--- config.mk ---
export PLATFORM = sky130hd
export DESIGN_NAME = gfmm_modmul
export DESIGN_NICKNAME = d
export VERILOG_FILES = /design/src/rtl/gfmm_pkg.sv /design/src/rtl/gfmm_clmul.sv /design/src/rtl/gfmm_reducer.sv /design/src/rtl/gfmm_modmul.sv
export SDC_FILE = /design/constraint.sdc
export NUM_CORES = 2
export LEC_CHECK = 0
export ABC_AREA = 1
export CORE_AREA = 2 2 430 432
export DETAILED_ROUTE_END_ITERATION = 7
export DIE_AREA = 0 0 432 434
export GPL_TIMING_DRIVEN = 0
export MAX_ROUTING_LAYER = met4
export PLACE_DENSITY = 0.55
export SLEW_MARGIN = 40
export SYNTH_ARGS = -nofsm -noshare
export SYNTH_HDL_FRONTEND = slang
export SYNTH_HIERARCHICAL = 1
export SYNTH_SLANG_ARGS = --single-unit
--- constraint.sdc ---
create_clock -name clk -period 3.1 [get_ports clk]
set_input_delay 0.62 -clock clk [delete_from_list [all_inputs] [get_ports clk]]
set_output_delay 0.62 -clock clk [all_outputs]
set_load 0.02 [all_outputs]
--- src/rtl/gfmm_pkg.sv ---
package gfmm_pkg;

    // Mask with the n lowest bits set, wide enough for any supported word.
    function automatic logic [63:0] low_mask(input int n);
        if (n >= 64)
            return '1;
        else
            return (64'd1 << n) - 64'd1;
    endfunction

endpackage

--- src/rtl/gfmm_clmul.sv ---
// Carry-less (GF(2)) multiply of two W-bit polynomials.
module gfmm_clmul #(
    parameter int W = 32
) (
    input  logic [W-1:0]   a,
    input  logic [W-1:0]   b,
    output logic [2*W-2:0] p
);
    localparam int PW = 2 * W - 1;

    logic [PW-1:0] part [W];

    for (genvar i = 0; i < W; i++) begin : g_part
        assign part[i] = b[i] ? (PW'(a) << i) : '0;
    end

    always_comb begin
        p = '0;
        for (int i = 0; i < W; i++)
            p ^= part[i];
    end
endmodule

--- src/rtl/gfmm_reducer.sv ---
// GF(2) matrix-vector product: XOR of the rows selected by the high bits.
module gfmm_reducer #(
    parameter int W = 32
) (
    input  logic [W-2:0]       hi,
    input  logic [(W-1)*W-1:0] matrix,
    output logic [W-1:0]       fold
);
    localparam int NR = W - 1;

    logic [W-1:0] term [NR];

    for (genvar i = 0; i < NR; i++) begin : g_row
        assign term[i] = hi[i] ? matrix[i*W +: W] : '0;
    end

    always_comb begin
        fold = '0;
        for (int i = 0; i < NR; i++)
            fold ^= term[i];
    end
endmodule

--- src/rtl/gfmm_modmul.sv ---
// Two-stage modular multiplier: stage 1 holds the raw product,
// stage 2 holds the reduced and masked result.
module gfmm_modmul #(
    parameter int W = 32
) (
    input  logic                       clk,
    input  logic                       rst_n,
    input  logic                       in_valid,
    input  logic [W-1:0]               op_a,
    input  logic [W-1:0]               op_b,
    input  logic [$clog2(W+1)-1:0]     degree,
    input  logic [(W-1)*W-1:0]         red_matrix,
    output logic                       out_valid,
    output logic [W-1:0]               result
);
    localparam int PW = 2 * W - 1;
    localparam int NR = W - 1;
    localparam int DW = $clog2(W + 1);

    typedef struct packed {
        logic          s1_vld;
        logic [PW-1:0] s1_prod;
        logic [DW-1:0] s1_deg;
        logic          s2_vld;
        logic [W-1:0]  s2_res;
    } pipe_t;

    pipe_t         cur_q, nxt_d;
    logic [PW-1:0] prod_w;
    logic [NR-1:0] hi_w;
    logic [W-1:0]  fold_w;
    logic [W-1:0]  mask_w;

    gfmm_clmul #(.W(W)) u_clmul (
        .a (op_a),
        .b (op_b),
        .p (prod_w)
    );

    // Bits n .. n+W-2 of the registered product select matrix rows.
    assign hi_w   = NR'(cur_q.s1_prod >> cur_q.s1_deg);
    assign mask_w = W'(gfmm_pkg::low_mask(int'(cur_q.s1_deg)));

    gfmm_reducer #(.W(W)) u_reducer (
        .hi     (hi_w),
        .matrix (red_matrix),
        .fold   (fold_w)
    );

    always_comb begin
        nxt_d         = cur_q;
        nxt_d.s1_vld  = in_valid;
        nxt_d.s1_prod = in_valid ? prod_w : '0;
        nxt_d.s1_deg  = in_valid ? degree : '0;
        nxt_d.s2_vld  = cur_q.s1_vld;
        nxt_d.s2_res  = cur_q.s1_vld ? ((cur_q.s1_prod[W-1:0] ^ fold_w) & mask_w) : '0;
    end

    always_ff @(posedge clk) begin
        if (!rst_n)
            cur_q <= '0;
        else
            cur_q <= nxt_d;
    end

    assign out_valid = cur_q.s2_vld;
    assign result    = cur_q.s2_res;
endmodule

==> impl_results.md <==
- Layout Nets: 10300
- Worst setup EP type: flop
- 1st-pass router iterations: 7
- Critical Path AT: 4.56 ns
- Slew HR: 33.9%
- RSZ-0062 raised after global routing: true
- Failing checks: setup timing
- PortBufs: 1061
- Status: complete, but fails checks
- Largest net degree at the start of global routing: 23
- Kind of critical path: reg2reg
- Clk buf depth: 2
- Ys flop type: dfxtp_1
- Setup ws final: -1.23 ns
- Die width: 432 um
- PwrDens: 489 mW/mm^2
- DP Worst Slack: -3.25 ns
- Data required, critical path: 3.33 ns
- Seq/Total Area, Yosys: 4.84%
- Hold Violations, Final: 0
- Row count: 157
- Vias in the first global route: 52500
- Number of max-cap violations: 0
- Number of synthesis warnings: 6
- CTS tree: built
- DRT antenna net count: 0
- Total negative setup slack: -31.81 ns
- Slew @ Worst Pin: 0.992 ns
- Final wirelength: 360000 um
- Global-route wire length before repair: 462000 um
- CP max FO: 8
- Core area: 0.182 mm^2
- Inserted Clock Buffers: 9
- Initial Util: 23.4%
- Commonest cells post-synth: nand2_1 (3965), xnor2_1 (834), nand3_1 (714)
- Mapped cell area: 0.0426 mm^2
- CP bufs+invs: 6
- Mapped Cells: 7981
- GR Util All Layers: 37.5%
- Number of synthesized flops with an enable pin: 0
- Skew final: 0.0304 ns
- H-tree depth: 3
- Fmax: 231 MHz
- Drt drc: 0
- Largest stage delay, worst path: 0.50 ns
- Slew Limit Fails: 0
- Area growth syn-to-layout: 52.3%
- Sink Count: 103
- DR WL/cell: 30.9 um
- Async S/R FF share, synth: 0%
- Largest cells by area after synthesis: nand2_1 (35%), xnor2_1 (17%), xor2_1 (12%)
- Initial antenna violation count: 106
- Final setup viols: 32
- DP Wirelength: 303000 um
- Distinct cell type count after synthesis: 47
- CTS root buffer: clkbuf_16
- Startpoint types: flop
- Most frequent cell after synthesis: nand2_1
- DIE HEIGHT: 434 um
- Layout cells sized above 1: 17.4%
- GRT overflow: 0
- Top delay family on crit path: simple AND/OR/NAND/NOR gates
- Leak: 30.5 nW
- Worst min path class: reg2reg
- Via/cell ratio: 4.94
- I/O pins: 1098
- Yosys top cell area share: 34.9%
- Post-CTS Hold Buffers: 0
- Register bit count reported by yosys: 103
- Clock transition at path regs: 0.09 ns
- GP Congestion: 1.05
- Clk_lat worst skew: 0.40 ns
- Die area: 0.187 mm^2
- Initial drt markers: 5845
- Worst IR Drop VDD: 0.301 mV
- Slowest cell on the critical path: a211oi_4
- Final period util: 140%
- Mapped Nets: 9047
- DR vias: 57600
- Syn avg cell area: 5.34 um^2
- Crit path time final: 4.33 ns
- Leading area contributor after synthesis: nand2_1
-- cell type report --
cell class	instances	area [um^2]
diodes	81	203
inverters	646	2440
well taps	2385	2980
clock buffers	9	225
flip-flops and latches	103	2070
fillers	20000	118000
repair buffers	1204	12300
clock inverters	7	91.3
plain buffers	453	4260
multi-input cells	6775	40400
-- final timing paths --
path             start    endpoint  slack, ns  cells after the start
max          cur_q[33]  result[31]      -1.23                     26
min          cur_q[43]   result[4]       0.49                      1
max reg2reg  cur_q[33]  result[31]      -1.23                     26
min reg2reg  cur_q[43]   result[4]       0.49                      1
-- sequential cells by signal, indices dropped and copies added, names as in the netlist --
name	flops
out_valid	1
result	32
cur_q	70
-- what timing repair did --
item                       4_1_cts  5_1_grt
buffers inserted                94       38
pin swaps                      141      244
gates resized for setup        945      616
setup endpoints to repair       40       43
hold endpoints to repair         0        0
gates cloned                     4        6
-- logic make-up (layout without fill, tap and decap cells) --
group	Yosys count	in the layout	synth area share [%]
compound gates	138	138	1.76
xor+xnor	1454	1454	30.7
fa+ha+maj	1	1	0.0293
buf+inv	1103	2319	12.8
flops	103	103	4.84
other cells	0	81	0
simple gates	5182	5182	49.9
-- metrics by stage --
stage / hold WS, ns / utilization (%) / instances / total power, mW / cell area, um^2
finish: 0.494 / 35.6 / 11700 / 31.8 / 65000
global route: 0.523 / 35.6 / 11700 / 33.2 / 64900
CTS: 0.498 / 33.9 / 11500 / 29.4 / 61900
detailed placement: 0.482 / 31.0 / 11400 / 24.8 / 56500
global placement: 0.467 / 30.8 / 11400 / 24.6 / 56200
floorplan: 0.433 / - / 7981 / 14.6 / 42600
-- placed cells by master, fill, tap and decap left out, types with 28 or more instances in the layout --
cell	instances
nand2_1	3584
nor2_1	186
nand4_1	56
xor2_1	509
or2_4	33
dfxtp_1	97
nand2_2	334
clkdlybuf4s50_1	1051
xnor2_2	118
nand3b_1	123
diode_2	81
xnor2_1	724
buf_6	110
nand3_1	554
xor2_2	43
buf_4	251
buf_8	28
o21ai_4	43
inv_1	622
nand2_4	57
buf_12	66
buf_2	89
xnor2_4	38
nand3_2	141
-- per-layer routing --
metal / vias up / track usage (%) / routed length (um)
met4: 0 / 28.0 / 31400
li1: 26600 / - / -
met2: 2916 / 58.4 / 161000
met1: 27500 / 44.1 / 142000
met3: 631 / 5.07 / 25200
met5: - / - / 0
-- where the power goes --
part	leakage, nW	switching (mW)	internal [mW]
combinational	29.5	18.6	10.2
clock	0.153	0.663	0.587
sequential	0.845	0.273	1.49
total	30.5	19.5	12.3
-- worst register-to-register path, stage by stage (launching register included) --
cell	delay [ns]
dfxtp_4	0.37
buf_12	0.15
buf_8	0.13
or2_4	0.25
o21ai_4	0.12
nand2_2	0.11
nand3_2	0.10
nand3_2	0.10
nand3_2	0.08
nand4_1	0.38
buf_6	0.31
buf_12	0.15
nand2_4	0.07
xor2_1	0.16
nand2_1	0.14
nand2_1	0.10
nand2_1	0.06
nand2_2	0.12
inv_2	0.05
nand2_2	0.08
nand3_2	0.09
nand2_4	0.14
nand2_1	0.08
inv_1	0.08
nor2_2	0.05
or2_4	0.23
a211oi_4	0.50
No activity file was read; power rests on OpenSTA's default activity.
